===== src/rtl/psr_pkg.sv =====
package psr_pkg;
  localparam int FLAG_W = 8;
  localparam int OP_W   = 9;

  localparam int C_BIT = 0;
  localparam int Z_BIT = 1;
  localparam int I_BIT = 2;
  localparam int D_BIT = 3;
  localparam int B_BIT = 4;
  localparam int T_BIT = 5;
  localparam int V_BIT = 6;
  localparam int N_BIT = 7;
  localparam int SIGN_BIT = FLAG_W - 1;

  localparam logic [FLAG_W-1:0] RESET_FLAGS = FLAG_W'(1) << I_BIT;
  localparam logic [FLAG_W-1:0] TIED_ZERO   = FLAG_W'(1) << B_BIT;

  typedef struct packed {
    logic [FLAG_W-1:0] set_m;
    logic [FLAG_W-1:0] clr_m;
  } flag_mask_t;

  // flag addressed by each flag_op index
  function automatic int op_flag(input int k);
    case (k)
      0, 1:    return C_BIT;
      2, 3:    return I_BIT;
      4, 5:    return D_BIT;
      6, 7:    return T_BIT;
      default: return V_BIT;
    endcase
  endfunction

  // even indices below 8 set, all others clear
  function automatic logic op_sets(input int k);
    return (k < 8) && ((k % 2) == 0);
  endfunction
endpackage


===== src/rtl/psr_op_decode.sv =====
module psr_op_decode
  import psr_pkg::*;
(
  input  logic [OP_W-1:0] op,
  output flag_mask_t      mask,
  output logic            op_valid
);
  assign op_valid = (op != '0) && ((op & (op - 1'b1)) == '0);

  always_comb begin
    mask = '0;
    if (op_valid) begin
      for (int k = 0; k < OP_W; k++) begin
        if (op[k]) begin
          if (op_sets(k)) mask.set_m[op_flag(k)] = 1'b1;
          else            mask.clr_m[op_flag(k)] = 1'b1;
        end
      end
    end
  end
endmodule


===== src/rtl/psr_result_eval.sv =====
module psr_result_eval
  import psr_pkg::*;
(
  input  logic [FLAG_W-1:0] cur,
  input  logic [FLAG_W-1:0] alu_res,
  input  logic              alu_carry,
  input  logic              alu_ovf,
  input  logic              arith_upd,
  input  logic              shift_upd,
  input  logic              xfer_upd,
  input  logic              bit_test,
  input  logic [FLAG_W-1:0] bit_operand,
  output logic [FLAG_W-1:0] nxt,
  output logic              upd
);
  logic res_zero;
  assign res_zero = (alu_res == '0);

  always_comb begin
    nxt = cur;
    upd = 1'b1;
    if (arith_upd) begin
      nxt[C_BIT] = alu_carry;
      if (!cur[D_BIT]) begin
        nxt[Z_BIT] = res_zero;
        nxt[N_BIT] = alu_res[SIGN_BIT];
        nxt[V_BIT] = alu_ovf;
      end
    end else if (shift_upd) begin
      nxt[C_BIT] = alu_carry;
      nxt[Z_BIT] = res_zero;
      nxt[N_BIT] = alu_res[SIGN_BIT];
    end else if (bit_test) begin
      nxt[V_BIT] = bit_operand[V_BIT];
      nxt[N_BIT] = bit_operand[N_BIT];
    end else if (xfer_upd) begin
      nxt[Z_BIT] = res_zero;
      nxt[N_BIT] = alu_res[SIGN_BIT];
    end else begin
      upd = 1'b0;
    end
  end
endmodule


===== src/rtl/psr_flag_bank.sv =====
module psr_flag_bank
  import psr_pkg::*;
#(
  parameter logic [FLAG_W-1:0] RST_VAL  = RESET_FLAGS,
  parameter logic [FLAG_W-1:0] ZERO_MSK = TIED_ZERO
) (
  input  logic              clk,
  input  logic              rst,
  input  logic              load_en,
  input  logic [FLAG_W-1:0] load_val,
  input  logic              mask_en,
  input  flag_mask_t        mask,
  input  logic              res_en,
  input  logic [FLAG_W-1:0] res_val,
  output logic [FLAG_W-1:0] q
);
  for (genvar i = 0; i < FLAG_W; i++) begin : g_bit
    if (ZERO_MSK[i]) begin : g_tied
      assign q[i] = 1'b0;
    end else begin : g_ff
      logic bit_q;
      always_ff @(posedge clk) begin
        if (rst)                                   bit_q <= RST_VAL[i];
        else if (load_en)                          bit_q <= load_val[i];
        else if (mask_en) begin
          if (mask.set_m[i] || mask.clr_m[i])      bit_q <= mask.set_m[i];
        end
        else if (res_en)                           bit_q <= res_val[i];
      end
      assign q[i] = bit_q;
    end
  end
endmodule


===== src/rtl/status_flag_reg.sv =====
module status_flag_reg
  import psr_pkg::*;
(
  input  logic              clk,
  input  logic              rst,
  input  logic [FLAG_W-1:0] alu_res,
  input  logic              alu_carry,
  input  logic              alu_ovf,
  input  logic              arith_upd,
  input  logic              shift_upd,
  input  logic              xfer_upd,
  input  logic              bit_test,
  input  logic [FLAG_W-1:0] bit_operand,
  input  logic [OP_W-1:0]   flag_op,
  input  logic              pull_load,
  input  logic [FLAG_W-1:0] pull_data,
  input  logic              brk_push,
  output logic [FLAG_W-1:0] flags,
  output logic [FLAG_W-1:0] push_byte,
  output logic              irq_ok
);
  flag_mask_t        op_mask;
  logic              op_valid;
  logic [FLAG_W-1:0] res_nxt;
  logic              res_upd;

  psr_op_decode u_dec (
    .op       (flag_op),
    .mask     (op_mask),
    .op_valid (op_valid)
  );

  psr_result_eval u_eval (
    .cur         (flags),
    .alu_res     (alu_res),
    .alu_carry   (alu_carry),
    .alu_ovf     (alu_ovf),
    .arith_upd   (arith_upd),
    .shift_upd   (shift_upd),
    .xfer_upd    (xfer_upd),
    .bit_test    (bit_test),
    .bit_operand (bit_operand),
    .nxt         (res_nxt),
    .upd         (res_upd)
  );

  psr_flag_bank #(
    .RST_VAL  (RESET_FLAGS),
    .ZERO_MSK (TIED_ZERO)
  ) u_bank (
    .clk      (clk),
    .rst      (rst),
    .load_en  (pull_load),
    .load_val (pull_data),
    .mask_en  (op_valid),
    .mask     (op_mask),
    .res_en   (res_upd),
    .res_val  (res_nxt),
    .q        (flags)
  );

  assign push_byte = flags | (brk_push ? TIED_ZERO : '0);
  assign irq_ok    = ~flags[I_BIT];
endmodule


===== config.mk =====
export PLATFORM = sky130hd
export DESIGN_NAME = status_flag_reg
export DESIGN_NICKNAME = d
export VERILOG_FILES = /design/src/rtl/psr_pkg.sv /design/src/rtl/psr_op_decode.sv /design/src/rtl/psr_result_eval.sv /design/src/rtl/psr_flag_bank.sv /design/src/rtl/status_flag_reg.sv
export SDC_FILE = /design/constraint.sdc
export NUM_CORES = 1
export LEC_CHECK = 0
export ABC_AREA = 1
export BUFFER_PORTS_ARGS = -buffer_cell sky130_fd_sc_hd__buf_2
export CORE_MARGIN = 10
export CORE_UTILIZATION = 35
export CTS_BUF_LIST = sky130_fd_sc_hd__clkbuf_8
export CTS_CLUSTER_DIAMETER = 150
export CTS_CLUSTER_SIZE = 30
export DETAILED_ROUTE_END_ITERATION = 8
export PLACE_DENSITY = 0.72
export SLEW_MARGIN = 25
export SYNTH_ARGS = -nofsm -noshare
export SYNTH_HDL_FRONTEND = slang
export SYNTH_SLANG_ARGS = --single-unit

===== constraint.sdc =====
create_clock -name clk -period 1.4 [get_ports clk]
set_input_delay 0.28 -clock clk [delete_from_list [all_inputs] [get_ports clk]]
set_output_delay 0.28 -clock clk [all_outputs]
set_load 0.02 [all_outputs]

* Word-level counts from Yosys, hierarchy flattened
Index checks and enable logic that the tools add are counted.
Cells by class: multiplexer cells 94, add/subtract/negate cells 1, shift-type cells 0, eq/ne operators 7, multiply operators 0, order comparisons 18, reductions and logical operators 36, divide/modulo/power cells 0, bitwise gates (word level) 11
Operators by type and width (count):
- $mux W32 | 18
- $ge A32 B1 Y1 const B | 9
- $lt A32 B5 Y1 const B | 9
- $mux W16 | 9
- $or A8 B8 Y8 | 8
- $mux W1 | 48
- $mux W8 | 6
- $demux W1 S3 | 9
- $ne A3 B2 Y1 const B | 4
- $logic_and A1 B1 Y1 | 10
- $reduce_and A5 Y1 | 2
- $and A9 B9 Y9 | 1
- $logic_not A9 Y1 | 1
- $reduce_bool A9 Y1 | 1
- $sub A9 B1 Y9 const B | 1
- $logic_not A8 Y1 | 1
- $or A8 B5 Y8 | 1
- $reduce_bool A2 Y1 | 4
- $reduce_bool A4 Y1 | 2
- $logic_or A1 B1 Y1 | 7
- $mux W2 | 3
- $reduce_and A2 Y1 | 3
- $reduce_bool A6 Y1 | 1
- $mux W5 | 1
- other kinds (8) | 8
Storage, ports and cells: memory bits (writable) 0, memory bits (read-only) 0, bits in latches 0, word-level logic and storage cells 174, bits in registers 7, memories kept 0, output and inout bits 17

* Logic depth before layout (Yosys ltp)
Gate-level depths: netlist of the first run.
word-level depth 33, gate-level depth with buffers 14, depth with buffers taken out 13

* Cells and area by module
Synthesis of the first run repeated with hierarchy kept, for this count alone.
Unflattened totals: cell total of the unflattened synthesis 227, area total of the unflattened synthesis 1263.7 sq um
By module, submodules not included:
- psr_flag_bank | cells each 115, area each 681.9 sq um, sequential area each 140.1 sq um, instances 1
- psr_op_decode | cells each 51, area each 274.0 sq um, sequential area each 0.0 sq um, instances 1
- psr_result_eval | cells each 50, area each 240.2 sq um, sequential area each 0.0 sq um, instances 1
- status_flag_reg | cells each 11, area each 67.6 sq um, sequential area each 0.0 sq um, instances 1

* Least setup slack after synthesis of the first run
Ideal clock, no wire load.
path type input to register, from input flag_op[1], to register u_bank.g_bit[5].g_ff.bit_q, setup time 0.117 ns, data required time 1.283 ns, data arrival time 1.296 ns, stages 11, setup slack -0.013 ns, path through nor2_2 > nand2_2 > nor2_1 > nor2_1 > nor2_4 > nand2_4 > buf_12 > o21ai_2 > nand2_1 > a21oi_1 > nor2_1
On the way: word-level cells in the longest chain between the ends 20, elaborated cells on any way between the ends 29
RTL lines:
- start, declared | line status_flag_reg.sv:14 | input logic [OP_W-1:0] flag_op,
- $mux W8 | line psr_op_decode.sv:14 | if (op[k]) begin
- $mux W16 | line psr_op_decode.sv:14
- $mux W16 | line psr_op_decode.sv:12 | if (op_valid) begin
- $or A8 B8 Y8 (no line)
- $mux W8 | line psr_op_decode.sv:14
- $mux W16 | line psr_op_decode.sv:14
- $mux W16 | line psr_op_decode.sv:12
- $or A8 B8 Y8 (no line)
- [... 4 more ...]
- $mux W8 | line psr_op_decode.sv:14
- $mux W8 | line psr_op_decode.sv:12
- $or A8 B8 Y8 (no line)
- $mux W8 | line psr_op_decode.sv:14
- $mux W16 | line psr_op_decode.sv:12
- $logic_or A1 B1 Y1 | line psr_flag_bank.sv:26 | if (mask.set_m[i] || mask.clr_m[i]) bit_q <= mask.set_m[i];
- $reduce_bool A2 Y1 (no line)
- $reduce_and A2 Y1 (no line)
- end signal, assigned | line psr_flag_bank.sv:24 | else if (load_en) bit_q <= load_val[i];
- end signal, assigned | line psr_flag_bank.sv:26
- end signal, assigned | line psr_flag_bank.sv:28 | else if (res_en) bit_q <= res_val[i];
- end, declared | line psr_flag_bank.sv:21 | logic bit_q;
Several ways; a longest one is shown, not always the timed one. The select of a mux whose other input is x is not followed. A chain may end at the register's enable or synchronous reset.

* Final worst setup path of the first run
from input flag_op[3], to register u_bank.g_bit[6].g_ff.bit_q
On the way: word-level cells in the longest chain between the ends 16, elaborated cells on any way between the ends 28
RTL lines (line):
- $mux W8 | psr_op_decode.sv:14
- $mux W16 | psr_op_decode.sv:14
- $mux W16 | psr_op_decode.sv:12
- $or A8 B8 Y8 (no line)
- $mux W8 | psr_op_decode.sv:14
- $mux W16 | psr_op_decode.sv:14
- $mux W16 | psr_op_decode.sv:12
- $or A8 B8 Y8 (no line)
- $mux W8 | psr_op_decode.sv:14
- $mux W8 | psr_op_decode.sv:12
- $or A8 B8 Y8 (no line)
- $mux W8 | psr_op_decode.sv:14
- $mux W16 | psr_op_decode.sv:12
- $logic_or A1 B1 Y1 | psr_flag_bank.sv:26
- $ne A3 B2 Y1 (no line)
- $reduce_and A5 Y1 (no line)
- end signal, assigned | psr_flag_bank.sv:24
- end signal, assigned | psr_flag_bank.sv:26
- end signal, assigned | psr_flag_bank.sv:28
- end, declared | psr_flag_bank.sv:21
Several ways; a longest one is shown, not always the timed one. The select of a mux whose other input is x is not followed.

==> results of run 1 <==
## routing by layer
layer,global-route usage,wire [um]
met1,0.0991,1070
met2,0.167,1410
met3,0.0353,160
met4,0.0175,19
met5,0,0
## worst reg2reg max path, stage by stage, from the launching register on
cell and delay [ps]:
dfxtp_1 410, nand3_4 110, nand2_1 100, nand2_1 50, nand2_1 80, nor2_2 40
## power by group through the flow
stage               logic (W)  clock network, W  registers (W)
global route         0.000346          0.000298       0.000230
detailed placement   0.000281                 0       0.000231
CTS                  0.000283          0.000275       0.000227
global placement     0.000278                 0       0.000230
finish               0.000315          0.000281       0.000227
floorplan            0.000202                 0       0.000229
## area by class of cell
| class | count | area, um^2 | area share |
|---|---|---|---|
| clock inverters | 1 | 3.75 | 0.00292 |
| inverters | 18 | 67.6 | 0.0525 |
| flip-flops and latches | 7 | 140 | 0.109 |
| well taps | 30 | 37.5 | 0.0292 |
| repair buffers | 65 | 403 | 0.313 |
| multi-input cells | 99 | 594 | 0.462 |
| clock buffers | 3 | 41.3 | 0.0321 |
## synth_stat cells, drive strengths merged
library cell | count | area, um^2
conb | 1 | 3.75
a21oi | 3 | 15.0
mux2i | 2 | 20.0
nand2 | 42 | 178
o211ai | 1 | 7.51
nand3 | 13 | 103
nor2 | 26 | 138
o21ai | 7 | 42.5
nand4 | 1 | 6.26
dfxtp | 7 | 140
nor4 | 2 | 12.5
buf | 17 | 140
inv | 18 | 67.6
clkbuf | 1 | 3.75
## worst paths after layout
| kind | end | from | cells after the start | slack, ps |
|---|---|---|---|---|
| max | u_bank.g_bit[6].g_ff.bit_q$_SDFFE_PP0P_ | flag_op[3] | 12 | 4 |
| min | u_bank.g_bit[2].g_ff.bit_q$_SDFFE_PP1P_ | rst | 3 | 270 |
| max reg2reg | u_bank.g_bit[7].g_ff.bit_q$_SDFFE_PP0P_ | u_bank.g_bit[3].g_ff.bit_q$_SDFFE_PP0P_ | 5 | 500 |
| min reg2reg | u_bank.g_bit[0].g_ff.bit_q$_SDFFE_PP0P_ | u_bank.g_bit[0].g_ff.bit_q$_SDFFE_PP0P_ | 4 | 520 |
## repair_timing
item | 4_1_cts | 5_1_grt
endpoints found under the setup margin | 0 | 7
hold endpoints to repair | 0 | 0
resized for setup | 0 | 23
setup buffers | 0 | 5
## stage by stage
step | util | power (W) | setup WS, ps | instance area, um^2 | hold WS (ps)
floorplan | - | 0.000431 | 10.7 | 887 | 392
global placement | 0.456 | 0.000508 | -198 | 1110 | 503
detailed placement | 0.456 | 0.000512 | -225 | 1110 | 504
CTS | 0.474 | 0.000785 | 3.17 | 1150 | 276
global route | 0.529 | 0.000874 | -116 | 1290 | 278
finish | 0.529 | 0.000823 | 4.28 | 1290 | 269
## kinds of logic (layout without fill, tap and decap cells)
kind of cell | count (synthesis) | count (layout)
buffers and inverters | 36 | 87
DFF | 7 | 7
AOI/OAI and AO/OA | 11 | 11
other | 1 | 1
muxes | 2 | 2
and+or+nand+nor | 84 | 85
==> reports/results.tsv, run 1 <==
stage	metric	value	unit
clocking	cts_tree	done	
global_route	grt_pass1_vias	944	
critical_path	cp-end-kind	flop	
synthesis	yosysWarnings	0	
place	dp.cells	213	
run_status	status	completed	
final_layout	stdcell_count	223	
clocking	clkLatencyLatePin	230	ps
routing	routedWlPerCell	11.9	um
power_and_ir_drop	seqPwrFrac	0.276	
routing	firstDrtPassIters	4	
final_layout	syn2layout_area_growth	46.8	%
floorplan	dieArea	4910	um^2
timing	hold_viol	0	
clocking	cts_made_buffers	3	
critical_path	crit_required	1510	ps
floorplan	die_width	70.1	um
synthesis	avgSynthCellArea	6.22	um^2
final_layout	drive_above_1_share	0.523	
routing	antenna_left	0	
synthesis	synth_simple_gate_area_frac	0.498	
clocking	cts-root-buf	clkbuf_8	
floorplan	core	2430	um^2
routing	drt_iter0_drc	53	
global_route	gr-total-overflow	0	
synthesis	synth_cells	141	
final_layout	top_register	u_bank.g_bit.g_ff.bit_q	
power_and_ir_drop	combPwrFrac	0.382	
place	io_buffers	49	
power_and_ir_drop	p_leak	0.715	nW
clocking	clk_path_buf_depth	2	
floorplan	die_y	70.1	um
final_layout	top_regs	u_bank.g_bit.g_ff.bit_q: 7 flops	
synthesis	synth_top_family_by_area	simple AND/OR/NAND/NOR gates	
critical_path	critPathMaxFanout	5	
routing	drc_errors	0	
global_route	grt_util_all_layers	0.0923	
clocking	htreeDepth	1	
power_and_ir_drop	p_int	0.000543	W
flow_run	drv_cap	0	
synthesis	synthAdderAreaFrac	0	
final_layout	fillers	241	
critical_path	crit_path_frequent_cell	nand2_2	
power_and_ir_drop	vdd_drop_max	0.000649	V
critical_path	critPathSlowestCell	nor2_4	
timing	drv_slew	0	
critical_path	path_cells	buf_6, nor2_4, nand2_2, nand2_2, nand3_2, nor2_4, buf_6, nand2_8, nand2_2, o21ai_1, nor2_1, nor2_1	
global_route	antenna_found_initial	0	
power_and_ir_drop	power_density	639	nW/um^2
final_layout	largest_reg_flops	7	
synthesis	syn_nets	184	
timing	fmax	0.716	GHz
synthesis	ys_types	24	
place	gp_congestion	0.782	
critical_path	crit_type	in2reg	
global_route	grt_max_degree	12	
final_layout	num_antenna_cells	0	
critical_path	max_stage_delay	210	ps
timing	layout_min_cycle_time	1400	ps
timing	setup_violations	0	
floorplan	row_count	18	
critical_path	crit_family	simple AND/OR/NAND/NOR gates	
place	place_hpwl	2.08	mm
critical_path	start_kind	input pin	
power_and_ir_drop	switchingPower	0.000280	W
clocking	cts_sinks	7	
clocking	clk_pin_slew_worst_paths	50	ps
routing	via_per_inst	4.46	
worst_hold_path	worstHoldPathType	in2reg	
final_layout	final_cell_mix	buf_2, nand2_1, inv_1	
synthesis	seq_area_frac_synth	0.160	
final_layout	final_common_cell	buf_2	
timing	rsz0062_at_grt	true	
timing	timing.final.crit_share	0.997	
routing	vias	995	
power_and_ir_drop	netSwitchingFraction	0.340	
timing	tns	0	ps
clocking	cts_hold_buf	0	
synthesis	synth-compound-area-share	0.0742	
routing	wl	2.66	mm
final_layout	nets	237	
critical_path	arrival	1510	ps
floorplan	io_pins	60	
floorplan	start_util	0.361	
power_and_ir_drop	pwr-share-clk	0.342	
timing	skew	7.95	ps
synthesis	synth-seq-cells	7	
synthesis	yosys.area_share.xor_xnor	0	
critical_path	critPathBufInv	2	
synthesis	synthMuxAreaShare	0.0228	
synthesis	syn_area	877	um^2
global_route	grt_pass1_wl	4.04	mm
(Power assumes the default switching activity.)
==> run 2: changes to the inputs <==
--- a/config.mk
+++ b/config.mk
@@ -13,8 +13,9 @@
 export CTS_CLUSTER_DIAMETER = 150
 export CTS_CLUSTER_SIZE = 30
 export DETAILED_ROUTE_END_ITERATION = 8
-export PLACE_DENSITY = 0.72
+export SKIP_CTS_REPAIR_TIMING = 1
 export SLEW_MARGIN = 25
 export SYNTH_ARGS = -nofsm -noshare
 export SYNTH_HDL_FRONTEND = slang
+export SYNTH_HIERARCHICAL = 1
 export SYNTH_SLANG_ARGS = --single-unit
==> constraint.sdc (replaced) <==
create_clock -name clk -period 1.6 [get_ports clk]
set_input_delay 0.32 -clock clk [delete_from_list [all_inputs] [get_ports clk]]
set_output_delay 0.32 -clock clk [all_outputs]
set_load 0.02 [all_outputs]
==> run 2 against run 1 <==
Critical path depth increased by 3; power is 8.5% lower; sequential power decreased by 10%; worst setup slack improved by 27 ps; cell count is 42% higher; first-iteration DRC count down 49%; wire length rose by 17%; synthesized cell count is 59% higher.
==> reports/results.tsv, run 2 <==
stage	metric	value	unit	change
run_status	status	completed		
timing	tns	0	ps	unchanged
final_layout	finalCoreUtilization	0.461		-0.0683
critical_path	crit_path_frequent_cell	nand2_1		
synthesis	syn_area	1240	um^2	+42%
critical_path	max_stage_delay	150	ps	-60 ps
final_layout	syn2layout_area_growth	25.9	%	
timing	rsz0062_at_grt	true		
global_route	grt_max_degree	10		-2
routing	drt_iter0_drc	27		-49%
routing	vias	1320		+33%
timing	skew	4.56	ps	-3.39 ps
critical_path	cp-end-kind	flop		
final_layout	nets	314		+32%
clocking	cts_sinks	7		unchanged
floorplan	die_width	79.6	um	+14%
power_and_ir_drop	combPwrFrac	0.394		+0.012
final_layout	final_cell_mix	nand2_1, buf_2, nor2_1		
clocking	cts-root-buf	clkbuf_8		
global_route	antenna_found_initial	0		unchanged
critical_path	critPathBufInv	3		+1
final_layout	top_regs	u_bank/g_bit.g_ff.bit_q: 7 flops		
power_and_ir_drop	power_density	481	nW/um^2	-25%
floorplan	die_y	79.6	um	+14%
synthesis	yosysWarnings	6		+6
critical_path	start_kind	input pin		
timing	setup_violations	0		unchanged
worst_hold_path	hold_depth	5		+2
timing	fmax	0.637	GHz	
place	gp_congestion	0.774		-0.95%
critical_path	crit_type	in2reg		
power_and_ir_drop	pwr-share-clk	0.334		-0.008
final_layout	final_common_cell	nand2_1		
final_layout	num_antenna_cells	0		unchanged
synthesis	synth_cells	224		+59%
critical_path	arrival	1690	ps	+180 ps
clocking	htreeDepth	1		unchanged
timing	drv_slew	0		unchanged
routing	via_per_inst	4.18		-6.4%
place	io_buffers	51		+4.1%
clocking	cts_made_buffers	3		unchanged
clocking	clk_pin_slew_worst_paths	50	ps	about the same
power_and_ir_drop	switchingPower	0.000277	W	-1.2%
clocking	cts_tree	done		
power_and_ir_drop	netSwitchingFraction	0.368		+0.0274
global_route	grt_pass1_vias	1293		+37%
global_route	grt_util_all_layers	0.0993		+0.00698
routing	wl	3.13	mm	+17%
global_route	gr-total-overflow	0		unchanged
power_and_ir_drop	p_leak	0.883	nW	+23%
routing	antenna_left	0		unchanged
power_and_ir_drop	vdd_drop_max	0.000284	V	-56%
critical_path	path_cells	buf_8, nor2_4, nand2_1, o21ai_1, nand3_1, nor2_2, nand3_4, inv_4, inv_4, nor2_8, nand2_1, nand2_2, nand2_1, nand2_1, nor2_2		
power_and_ir_drop	seqPwrFrac	0.271		-0.005
clocking	clkLatencyLatePin	230	ps	about the same
critical_path	crit_required	1720	ps	+210 ps
timing	whs	413	ps	+144 ps
global_route	grt_pass1_wl	5.30	mm	+31%
timing	layout_min_cycle_time	1570	ps	
floorplan	row_count	21		+3
synthesis	avgSynthCellArea	5.54	um^2	-11%
timing	timing.final.crit_share	0.980		
routing	firstDrtPassIters	4		unchanged
routing	routedWlPerCell	9.90	um	-17%
floorplan	dieArea	6330	um^2	+29%
floorplan	io_pins	60		unchanged
flow_run	drv_cap	0		unchanged
critical_path	reg2regPathDepth	7		+2
critical_path	critPathMaxFanout	7		+2
place	place_hpwl	2.64	mm	+26%
final_layout	drive_above_1_share	0.396		-0.127
clocking	clk_path_buf_depth	2		unchanged
power_and_ir_drop	p_int	0.000476	W	-12%
final_layout	top_register	u_bank/g_bit.g_ff.bit_q		
critical_path	crit_family	simple AND/OR/NAND/NOR gates		
final_layout	largest_reg_flops	7		unchanged
floorplan	start_util	0.366		+0.00559
critical_path	worst-path-stages	15		+3
critical_path	critPathSlowestCell	nor2_2		
floorplan	core	3390	um^2	+39%
routing	drc_errors	0		unchanged
worst_hold_path	worstHoldPathType	in2reg		
timing	hold_viol	0		unchanged
==> run 2: cell count changes in the layout (fill, tap and decap cells not counted), moves of 6 or more <==
| cell | change |
|---|---|
| nand3_1 | +16 |
| nor2_1 | +17 |
| buf_2 | +6 |
| nand2_1 | +27 |
| inv_1 | +11 |
| nor2_2 | +11 |
==> run 2: area by class of cell <==
cell class,instances,area [um^2]
clock buffers,3,41.3
clock inverters,1,3.75
fillers,373,1830
inverters,33,129
multi-input cells,163,822
flip-flops and latches,7,140
well taps,46,57.6
repair buffers,63,369
==> run 2: metal layers <==
metal	GRT usage	routed length [um]
met5	0	0
met4	0.0108	0
met3	0.0507	310
met1	0.114	1400
met2	0.165	1420
==> run 2: worst reg2reg max path, stage by stage (launching register included) <==
cell and delay [ps]:
dfxtp_1 470, inv_1 120, o21ai_1 160, o21ai_2 70, nand2_1 70, nand3_1 60, nor2_1 130, nor2_2 50
==> run 2: path summary, 6_finish.rpt <==
path	from	end	slack [ps]
setup reg to reg	u_bank/g_bit[3].g_ff.bit_q$_SDFFE_PP0P_	u_bank/g_bit[6].g_ff.bit_q$_SDFFE_PP0P_	360
hold reg to reg	u_bank/g_bit[2].g_ff.bit_q$_SDFFE_PP1P_	u_bank/g_bit[2].g_ff.bit_q$_SDFFE_PP1P_	540
setup / recovery	flag_op[0]	u_bank/g_bit[0].g_ff.bit_q$_SDFFE_PP0P_	30
hold / removal	pull_data[2]	u_bank/g_bit[2].g_ff.bit_q$_SDFFE_PP1P_	410
==> run 2: stage by stage <==
step / instances / setup slack [ps] / area (um^2) / power, W
finish: 316 / 31.2 / 1560 / 0.000752
global route: 316 / -117 / 1560 / 0.000812
CTS: 316 / 3.44 / 1510 / 0.000754
detailed placement: 312 / -238 / 1470 / 0.000497
global placement: 312 / -227 / 1470 / 0.000495
floorplan: 228 / -65.6 / 1260 / 0.000431
==> run 2: power by group through the flow <==
| stage | Combinational, W | Clock, W | Sequential, W |
|---|---|---|---|
| 4_1_cts | 0.000291 | 0.000260 | 0.000204 |
| 3_5_place_dp | 0.000289 | 0 | 0.000207 |
| 5_1_grt | 0.000335 | 0.000271 | 0.000206 |
| 2_1_floorplan | 0.000235 | 0 | 0.000196 |
| 6_report | 0.000297 | 0.000252 | 0.000204 |
| 3_3_place_gp | 0.000288 | 0 | 0.000207 |
==> run 3: changes to the inputs <==
--- a/config.mk
+++ b/config.mk
@@ -6,13 +6,14 @@
 export NUM_CORES = 1
 export LEC_CHECK = 0
 export ABC_AREA = 1
-export BUFFER_PORTS_ARGS = -buffer_cell sky130_fd_sc_hd__buf_2
+export BUFFER_PORTS_ARGS = -buffer_cell sky130_fd_sc_hd__clkbuf_2
 export CORE_MARGIN = 10
 export CORE_UTILIZATION = 35
-export CTS_BUF_LIST = sky130_fd_sc_hd__clkbuf_8
+export CTS_BUF_LIST = sky130_fd_sc_hd__clkbuf_4 sky130_fd_sc_hd__clkbuf_8
 export CTS_CLUSTER_DIAMETER = 150
 export CTS_CLUSTER_SIZE = 30
 export DETAILED_ROUTE_END_ITERATION = 8
+export RECOVER_POWER = 25
 export SKIP_CTS_REPAIR_TIMING = 1
 export SLEW_MARGIN = 25
 export SYNTH_ARGS = -nofsm -noshare
==> run 3 against run 2 <==
Sequential share of layout area is 0.10 points higher; final area is 1.1% lower; worst setup slack better by 22 ps; clock-buffer cell count rose by 1; critical endpoint is now u_bank/g_bit[2].g_ff.bit_q$_SDFFE_PP1P_; power shrank 8.7%.
==> reports/results.tsv, run 3 (synthesis results as in run 2) <==
stage	metric	value	unit	change
run_status	status	completed		
floorplan	dieArea	6330	um^2	unchanged
critical_path	crit_type	in2reg		
final_layout	stdcell_count	316		unchanged
floorplan	start_util	0.366		unchanged
final_layout	largest_reg_flops	7		unchanged
power_and_ir_drop	p_leak	0.864	nW	-2.1%
final_layout	nets	314		unchanged
routing	wl	3.14	mm	+0.35%
clocking	htreeDepth	1		unchanged
final_layout	final_cell_mix	nand2_1, clkbuf_2, nor2_1		
clocking	clk_pin_slew_worst_paths	70	ps	+20 ps
floorplan	io_pins	60		unchanged
routing	antenna_left	0		unchanged
timing	setup_violations	0		unchanged
place	dp.cells	311		-0.32%
power_and_ir_drop	p_total	0.000687	W	-8.7%
routing	vias	1348		+2.1%
final_layout	top_register	u_bank/g_bit.g_ff.bit_q		
floorplan	core	3390	um^2	unchanged
timing	skew	8.90	ps	+4.34 ps
routing	drt_iter0_drc	41		+52%
global_route	grt_util_all_layers	0.102		+0.00275
timing	hold_viol	0		unchanged
critical_path	cp-end-kind	flop		
clocking	clk_path_buf_depth	2		unchanged
timing	fmax	0.646	GHz	+1.4%
final_layout	fillers	396		+6.2%
clocking	cts_sinks	7		unchanged
clocking	cts-root-buf	clkbuf_4		
critical_path	max_stage_delay	170	ps	+20 ps
flow_run	drv_cap	0		unchanged
timing	rsz0062_at_grt	true		
power_and_ir_drop	power_density	445	nW/um^2	-7.6%
final_layout	num_antenna_cells	0		unchanged
timing	drv_slew	0		unchanged
critical_path	path_cells	buf_8, nor2_4, nand2_1, o21ai_1, nand3_1, nor2_2, nand3_4, buf_8, nor2_4, inv_1, nand2_1, nor2_1, nor2_1, nand2_1, nand3_1		
timing	timing.final.crit_share	0.967		-0.0137
critical_path	critPathSlowestCell	buf_8		
critical_path	crit_required	1800	ps	+80 ps
floorplan	die_y	79.6	um	unchanged
place	placed_area	1460	um^2	-0.51%
global_route	antenna_found_initial	0		unchanged
clocking	cts_made_buffers	3		unchanged
global_route	gr-total-overflow	0		unchanged
critical_path	critPathMaxFanout	8		+1
global_route	grt_max_degree	11		+1
global_route	grt_pass1_wl	5.42	mm	+2.3%
timing	layout_min_cycle_time	1550	ps	-21.9 ps
final_layout	final_common_cell	nand2_1		
critical_path	critPathBufInv	3		unchanged
critical_path	crit_family	simple AND/OR/NAND/NOR gates		
final_layout	drive_above_1_share	0.393		-0.00370
routing	firstDrtPassIters	4		unchanged
routing	drc_errors	0		unchanged
place	place_hpwl	2.65	mm	+0.57%
routing	via_per_inst	4.27		+2.1%
place	preCtsSetupSlack	-251	ps	-12.8 ps
floorplan	row_count	21		unchanged
floorplan	die_width	79.6	um	unchanged
final_layout	final_area	1550	um^2	-1.1%
critical_path	start_kind	input pin		
power_and_ir_drop	vdd_drop_max	0.000261	V	-8.2%
critical_path	arrival	1750	ps	+60 ps
final_layout	top_regs	u_bank/g_bit.g_ff.bit_q: 7 flops		
worst_hold_path	worstHoldPathType	in2reg		
final_layout	register_area	140	um^2	unchanged
place	gp_congestion	0.783		+1.1%
place	io_buffers	51		unchanged
final_layout	syn2layout_area_growth	24.5	%	
global_route	grt_pass1_vias	1304		+0.85%
routing	routedWlPerCell	9.94	um	+0.35%
clocking	clkLatencyLatePin	260	ps	+30 ps
clocking	cts_tree	done		
timing	setup_slack	53.1	ps	+21.9 ps
critical_path	crit_path_frequent_cell	nand2_1		
final_layout	multi_input_area	822	um^2	unchanged
[run 3: worst paths after layout]
check	slack (ps)	from	cells after the start	to
worst max-delay path	50	flag_op[0]	15	u_bank/g_bit[2].g_ff.bit_q$_SDFFE_PP1P_
worst min-delay path	380	pull_data[2]	5	u_bank/g_bit[2].g_ff.bit_q$_SDFFE_PP1P_
worst max register to register	350	u_bank/g_bit[3].g_ff.bit_q$_SDFFE_PP0P_	7	u_bank/g_bit[6].g_ff.bit_q$_SDFFE_PP0P_
worst min register to register	540	u_bank/g_bit[2].g_ff.bit_q$_SDFFE_PP1P_	2	u_bank/g_bit[2].g_ff.bit_q$_SDFFE_PP1P_
[run 3: report_power, final]
| group | switching (W) | internal, W | total (W) | leakage, nW |
|---|---|---|---|---|
| logic | 0.000175 | 0.000117 | 0.000292 | 0.787 |
| clock network | 0.0000787 | 0.000113 | 0.000191 | 0.0184 |
| registers | 0.0000165 | 0.000187 | 0.000204 | 0.0580 |
[run 3: metrics by stage]
step | util | TNS, ps | hold WS, ps
5_1_grt | 0.456 | -309 | 414
3_5_place_dp | 0.431 | -1740 | 522
2_1_floorplan | - | -393 | 443
4_1_cts | 0.440 | 0 | 375
3_3_place_gp | 0.431 | -1700 | 526
6_report | 0.456 | 0 | 381
[run 3: final cells by class]
type / instances / share of cell area
multi-input cells: 163 / 0.532
repair buffers: 63 / 0.236
flip-flops and latches: 7 / 0.0907
inverters: 33 / 0.0850
well taps: 46 / 0.0372
clock buffers: 4 / 0.0194
[run 3: worst min-delay path, stage by stage]
cell,delay [ps]
clkbuf_2,70
nand2_1,40
nand3_1,70
nand2_1,40
nand3_1,60
[run 3: routing by layer]
metal,share of wire,track usage,routed length [um]
met1,0.46,0.121,1440
met2,0.44,0.162,1400
met3,0.093,0.0495,291
met4,0.0054,0.0215,17
met5,0,0,0
